$ cat config.mk
export PLATFORM = sky130hd
export DESIGN_NAME = simd_alu
export DESIGN_NICKNAME = d
export VERILOG_FILES = /design/src/rtl/simd_alu_pkg.sv /design/src/rtl/simd_lane.sv /design/src/rtl/simd_lane_array.sv /design/src/rtl/simd_alu.sv
export SDC_FILE = /design/constraint.sdc
export NUM_CORES = 1
export LEC_CHECK = 0
export CORE_UTILIZATION = 45
export CTS_BUF_LIST = sky130_fd_sc_hd__clkbuf_2 sky130_fd_sc_hd__clkbuf_4 sky130_fd_sc_hd__clkbuf_8
export CTS_CLUSTER_DIAMETER = 120
export DETAILED_ROUTE_END_ITERATION = 10
export DONT_BUFFER_PORTS = 1
export SLEW_MARGIN = 20
export SYNTH_ARGS = -nofsm -noshare
export SYNTH_HDL_FRONTEND = slang
export SYNTH_SLANG_ARGS = --single-unit
$ cat constraint.sdc
create_clock -name clk -period 1.65 [get_ports clk]
set_input_delay 0.33 -clock clk [delete_from_list [all_inputs] [get_ports clk]]
set_output_delay 0.33 -clock clk [all_outputs]
set_load 0.005 [all_outputs]
$ cat src/rtl/simd_alu_pkg.sv
package simd_alu_pkg;
  typedef enum logic [2:0] {
    OP_ADD  = 3'd0,
    OP_SUB  = 3'd1,
    OP_CEQ  = 3'd2,
    OP_CGT  = 3'd3,
    OP_AND  = 3'd4,
    OP_ANDN = 3'd5,
    OP_OR   = 3'd6,
    OP_XOR  = 3'd7
  } simd_op_e;

  typedef enum logic [1:0] {
    LS_8   = 2'b00,
    LS_16  = 2'b01,
    LS_32  = 2'b10,
    LS_RSV = 2'b11
  } lane_size_e;

  localparam int MIN_LANE_W = 8;
  localparam int N_SIZES    = 3;
endpackage

$ cat src/rtl/simd_lane.sv
module simd_lane
  import simd_alu_pkg::*;
#(
  parameter int W = 8
) (
  input  logic [W-1:0] a,
  input  logic [W-1:0] b,
  input  simd_op_e     op,
  input  logic         is_signed,
  input  logic         saturate,
  output logic [W-1:0] res
);
  logic [W:0]   ext_a, ext_b, wide;
  logic         ovf;
  logic [W-1:0] clamp, arith;

  always_comb begin
    ext_a = is_signed ? {a[W-1], a} : {1'b0, a};
    ext_b = is_signed ? {b[W-1], b} : {1'b0, b};
    wide  = (op == OP_SUB) ? (ext_a - ext_b) : (ext_a + ext_b);
    if (is_signed) begin
      ovf   = wide[W] ^ wide[W-1];
      clamp = wide[W] ? {1'b1, {(W-1){1'b0}}} : {1'b0, {(W-1){1'b1}}};
    end else begin
      ovf   = wide[W];
      clamp = (op == OP_SUB) ? '0 : '1;
    end
    arith = (saturate && ovf) ? clamp : wide[W-1:0];
    case (op)
      OP_ADD, OP_SUB: res = arith;
      OP_CEQ:         res = {W{a == b}};
      OP_CGT:         res = {W{$signed(a) > $signed(b)}};
      default:        res = '0;
    endcase
  end

  always_comb begin
    if (op == OP_CEQ || op == OP_CGT)
      assert_mask_full_R5: assert (res == '0 || res == '1)
        else $error("compare lane is not a full mask");
    if (op == OP_ADD && saturate && !is_signed)
      assert_usat_nowrap_R4: assert (res >= a)
        else $error("unsigned saturating add wrapped");
  end
endmodule

$ cat src/rtl/simd_lane_array.sv
module simd_lane_array
  import simd_alu_pkg::*;
#(
  parameter int VEC_W  = 64,
  parameter int LANE_W = 8
) (
  input  logic [VEC_W-1:0] a,
  input  logic [VEC_W-1:0] b,
  input  simd_op_e         op,
  input  logic             is_signed,
  input  logic             saturate,
  output logic [VEC_W-1:0] res
);
  localparam int N_LANES = VEC_W / LANE_W;

  for (genvar i = 0; i < N_LANES; i++) begin : g_lane
    simd_lane #(.W(LANE_W)) u_lane (
      .a         (a[i*LANE_W +: LANE_W]),
      .b         (b[i*LANE_W +: LANE_W]),
      .op        (op),
      .is_signed (is_signed),
      .saturate  (saturate),
      .res       (res[i*LANE_W +: LANE_W])
    );
  end
endmodule

$ cat src/rtl/simd_alu.sv
module simd_alu
  import simd_alu_pkg::*;
#(
  parameter int VEC_W = 64
) (
  input  logic             clk,
  input  logic             rst_n,
  input  logic             in_valid,
  input  logic [2:0]       op,
  input  logic [1:0]       lane_sel,
  input  logic             is_signed,
  input  logic             saturate,
  input  logic [VEC_W-1:0] dst_a,
  input  logic [VEC_W-1:0] src_b,
  output logic             out_done,
  output logic [VEC_W-1:0] out_result
);
  simd_op_e         op_e;
  lane_size_e       ls_e;
  logic [VEC_W-1:0] by_size [N_SIZES];
  logic [VEC_W-1:0] next_result;

  assign op_e = simd_op_e'(op);
  assign ls_e = lane_size_e'(lane_sel);

  for (genvar g = 0; g < N_SIZES; g++) begin : g_size
    simd_lane_array #(.VEC_W(VEC_W), .LANE_W(MIN_LANE_W << g)) u_arr (
      .a         (dst_a),
      .b         (src_b),
      .op        (op_e),
      .is_signed (is_signed),
      .saturate  (saturate),
      .res       (by_size[g])
    );
  end

  always_comb begin
    next_result = '0;
    if (ls_e != LS_RSV) begin
      case (op_e)
        OP_AND:  next_result = dst_a & src_b;
        OP_ANDN: next_result = ~dst_a & src_b;
        OP_OR:   next_result = dst_a | src_b;
        OP_XOR:  next_result = dst_a ^ src_b;
        default: begin
          case (ls_e)
            LS_8:    next_result = by_size[0];
            LS_16:   next_result = by_size[1];
            LS_32:   next_result = by_size[2];
            default: next_result = '0;
          endcase
        end
      endcase
    end
  end

  always_ff @(posedge clk or negedge rst_n) begin
    if (!rst_n) begin
      out_done   <= 1'b0;
      out_result <= '0;
    end else begin
      out_done <= in_valid;
      if (in_valid) out_result <= next_result;
    end
  end

  assert_done_after_valid_R9: assert property (@(posedge clk) disable iff (!rst_n)
    in_valid |=> out_done) else $error("done missing after valid");
  assert_done_idle_R9: assert property (@(posedge clk) disable iff (!rst_n)
    !in_valid |=> !out_done) else $error("done without valid");
  assert_hold_R9: assert property (@(posedge clk) disable iff (!rst_n)
    !in_valid |=> $stable(out_result)) else $error("result moved while idle");
  assert_reserved_zero_R8: assert property (@(posedge clk) disable iff (!rst_n)
    (in_valid && lane_sel == 2'b11) |=> out_result == '0) else $error("reserved size not zero");
endmodule

==> results.cfg <==
[status]
status = complete, but fails checks
violations = negative hold slack, negative setup slack

[pwr]
pwr-share-comb_pct = 75.0
swShare_pct = 46.05
p_total_mw = 16.31
ir_drop_mv = 0.4349
switchingPower_mw = 7.509
cellLeakagePower_nw = 13.50
intPower_mw = 8.797
p_clk_share_pct = 11.1
seqPwrFrac_pct = 13.8
power_density_nw_per_um2 = 559.2

[job]
cap_viol_max_count = 0

[timing]
max_slew.worst_pin.slew_ps = 820.7
fmax_mhz = 243.9
max_slew_margin_pct = 44.82
setup_violations = 64
finalWorstSetupSlack_ps = -2449
hold_slack_ps = -378.1
finalHoldViolCount = 65
drv_slew = 0
fin_skew_ps = 0
finalCritPeriodShare_pct = 248.5
rsz0062_at_grt = yes
period_needed_ps = 4099

[route]
top_layer = met4
wl_per_cell_um = 22.22
route.met3.wl_um = 7679
num_vias = 25730
route.detailed.drc = 0
drtIter0Drc = 2354
wl_met2_um = 44470
viasPerCell = 6.136
wl_met1_um = 37180
antenna_left = 0
dr.pass1.iters = 8
wirelength_um = 93150

[logic_synthesis]
synth_async_sr_flop_share_pct = 100.0
syn_area_um2 = 20320
yosysTopAreaCell = ha_1
synthTopCellsByArea = ha_1 16%, xnor2_1 8.1%, dfrtp_1 8.0%
ys_seq_area_share_pct = 8.004
synth_seq_cells = 65
synth_top_area_share_pct = 16.13
synth_cells = 2835
synth_edf_count = 0
yosysUniqueCellTypes = 108
syn_avg_cell_area_um2 = 7.168
yosysWarnings = 0
synth_ff_type = dfrtp_1
synth_nets = 3243

[setup_path]
required_ps = 1950
arrival_ps = 4400
cp-end-kind = flop
start_kind = primary input
crit_fanout = 7
critPathKind = in -> reg

[global_route]
grt_pass1_wl_um = 142000
grt_pass1_vias = 25350
grt_remaining_overflow = 0
grt_use_total_pct = 38.92
antenna_found_initial = 1
grt_max_degree = 125

[clock_network]
cts_buffers = 9
cts_hold_buf = 1
cts-htree-levels = 3
clk_pin_slew_ps = 90
cts_tree = built
clkSinkCount = 65
root_buffer = clkbuf_8
clkLatencyLatePin_ps = 390
cts_max_path_buffers = 2

[floorplan]
dieArea_um2 = 46010
core_um2 = 44410
die_w_um = 214.5
fp-row-count = 77
start_util_pct = 45.76
io_pins = 203
die_h_um = 214.5

[placed_design]
portBuffers = 0
hpwl_um = 73150
gp_congestion = 0.9915
dp_slack_ps = -3256

[final_layout]
fill_cells = 3960
synthToLayoutAreaGrowth_pct = 43.47
num_antenna_cells = 0
fin_nets = 4004
drive_gt1_share_pct = 33.21

[min_path]
holdCritPathClass = in -> async
placed cells by master (no fill, tap or decap), drive strengths merged, types with 16 or more instances in the layout:
cell	instances
o21ai	261
a31oi	47
ha	262
or4	16
nor4	23
a21o	63
dfrtp	65
xnor2	192
nand2	254
mux2i	24
or3	19
xor2	64
a221o	16
o21bai	25
o311ai	73
buf	887
a211oi	32
a21oi	288
nor2b	40
o31ai	42
nor3	63
and3	22
inv	197
nand4	22
nor2	163
o21a	21
nand3	96
nand2b	31
o211ai	28
synthesized netlist by cell type (40+ instances only):
library cell,n
a21oi_1,282
nor2b_1,40
xor2_1,62
ha_1,262
clkbuf_1,103
dfrtp_1,65
nand3_1,96
nand2_1,253
o21ai_0,252
nor3_1,58
a21o_1,63
o311ai_0,69
nor2_1,162
a31oi_1,43
inv_1,197
xnor2_1,188
sequential cells by signal, indices dropped and copies added, names as in the netlist:
| signal | count |
|---|---|
| out_done | 1 |
| out_result | 64 |
stage by stage:
| stage | hold slack [ps] | util (%) | cells | instance area [um^2] | TNS (ps) |
|---|---|---|---|---|---|
| detailed placement | 42.46 | 61.23 | 4117 | 27200 | -191440 |
| finish | -378.1 | 65.65 | 4193 | 29160 | -150470 |
| global placement | 42.20 | 61.23 | 4117 | 27200 | -188390 |
| CTS | -400.9 | 64.17 | 4170 | 28500 | -147050 |
| global route | -400.8 | 65.65 | 4193 | 29160 | -160160 |
| floorplan | 34.41 | - | 2835 | 20790 | -156020 |
layout make-up:
| type | instances | area, um^2 | share of cell area, % |
|---|---|---|---|
| clock buffers | 11 | 151.4 | 0.5192 |
| well taps | 592 | 740.7 | 2.540 |
| clock inverters | 5 | 77.57 | 0.2661 |
| inverters | 202 | 817.0 | 2.802 |
| multi-input cells | 2429 | 18700 | 64.12 |
| repair buffers | 889 | 7047 | 24.17 |
| flip-flops and latches | 65 | 1627 | 5.579 |
path summary, 6_finish.rpt:
kind,startpoint,end,slack [ps],cells after the start
max in group asynchronous,rst_n,out_result[36]$_DFFE_PN0P_,1880,0
max,src_b[3],out_result[3]$_DFFE_PN0P_,-2450,21
max reg2reg,out_result[29]$_DFFE_PN0P_,out_result[29]$_DFFE_PN0P_,290,4
min reg2reg,out_result[9]$_DFFE_PN0P_,out_result[9]$_DFFE_PN0P_,560,1
min in group clk,in_valid,out_result[12]$_DFFE_PN0P_,50,1
min,rst_n,out_result[52]$_DFFE_PN0P_,-380,0
cells by family (layout without fill, tap and decap cells):
group / Yosys count / after routing / synth area share, %
compound gates: 1049 / 1049 / 34.12
mux: 45 / 45 / 3.177
xor+xnor: 258 / 258 / 11.54
buf+inv: 341 / 1107 / 6.514
fa+ha+maj: 270 / 270 / 16.92
flops: 65 / 65 / 8.004
simple gates: 807 / 807 / 19.73
power groups by stage:
stage	logic, mW	registers (mW)	clock network (mW)
2_1_floorplan	6.57	2.06	0
3_3_place_gp	10.9	2.28	0
3_5_place_dp	11.1	2.27	0
4_1_cts	11.7	2.25	1.80
5_1_grt	13.2	2.27	1.87
6_report	12.2	2.26	1.82
worst max-delay path, stage by stage:
cell       delay (ps)
or4_4             560
nor2_4            110
and3_4            230
nand3_4           150
nor3_4            330
a21oi_2           120
xnor2_2           170
ha_4              310
buf_6             110
nand3_4            70
a21boi_2          150
o21bai_1          120
a21oi_2           200
nor3_2             60
a21oi_2           220
xor2_2            250
mux2i_4           310
buf_6             190
buf_8             140
o21ai_1            70
a2bb2oi_1         190
routing by layer:
layer / vias up / GRT usage (%)
met2: 1110 / 67.01
li1: 12030 / -
met1: 12360 / 47.74
met4: 0 / 15.05
met5: - / 0
met3: 233 / 7.248
what timing repair did:
item | 4_1_cts | 5_1_grt
pin swaps | 140 | 89
resized for setup | 190 | 95
hold endpoints to repair | 66 | 65
cloned | 2 | 1
endpoints found under the setup margin | 64 | 64
buffers inserted | 38 | 26
No activity file was read; power rests on OpenSTA's default activity.
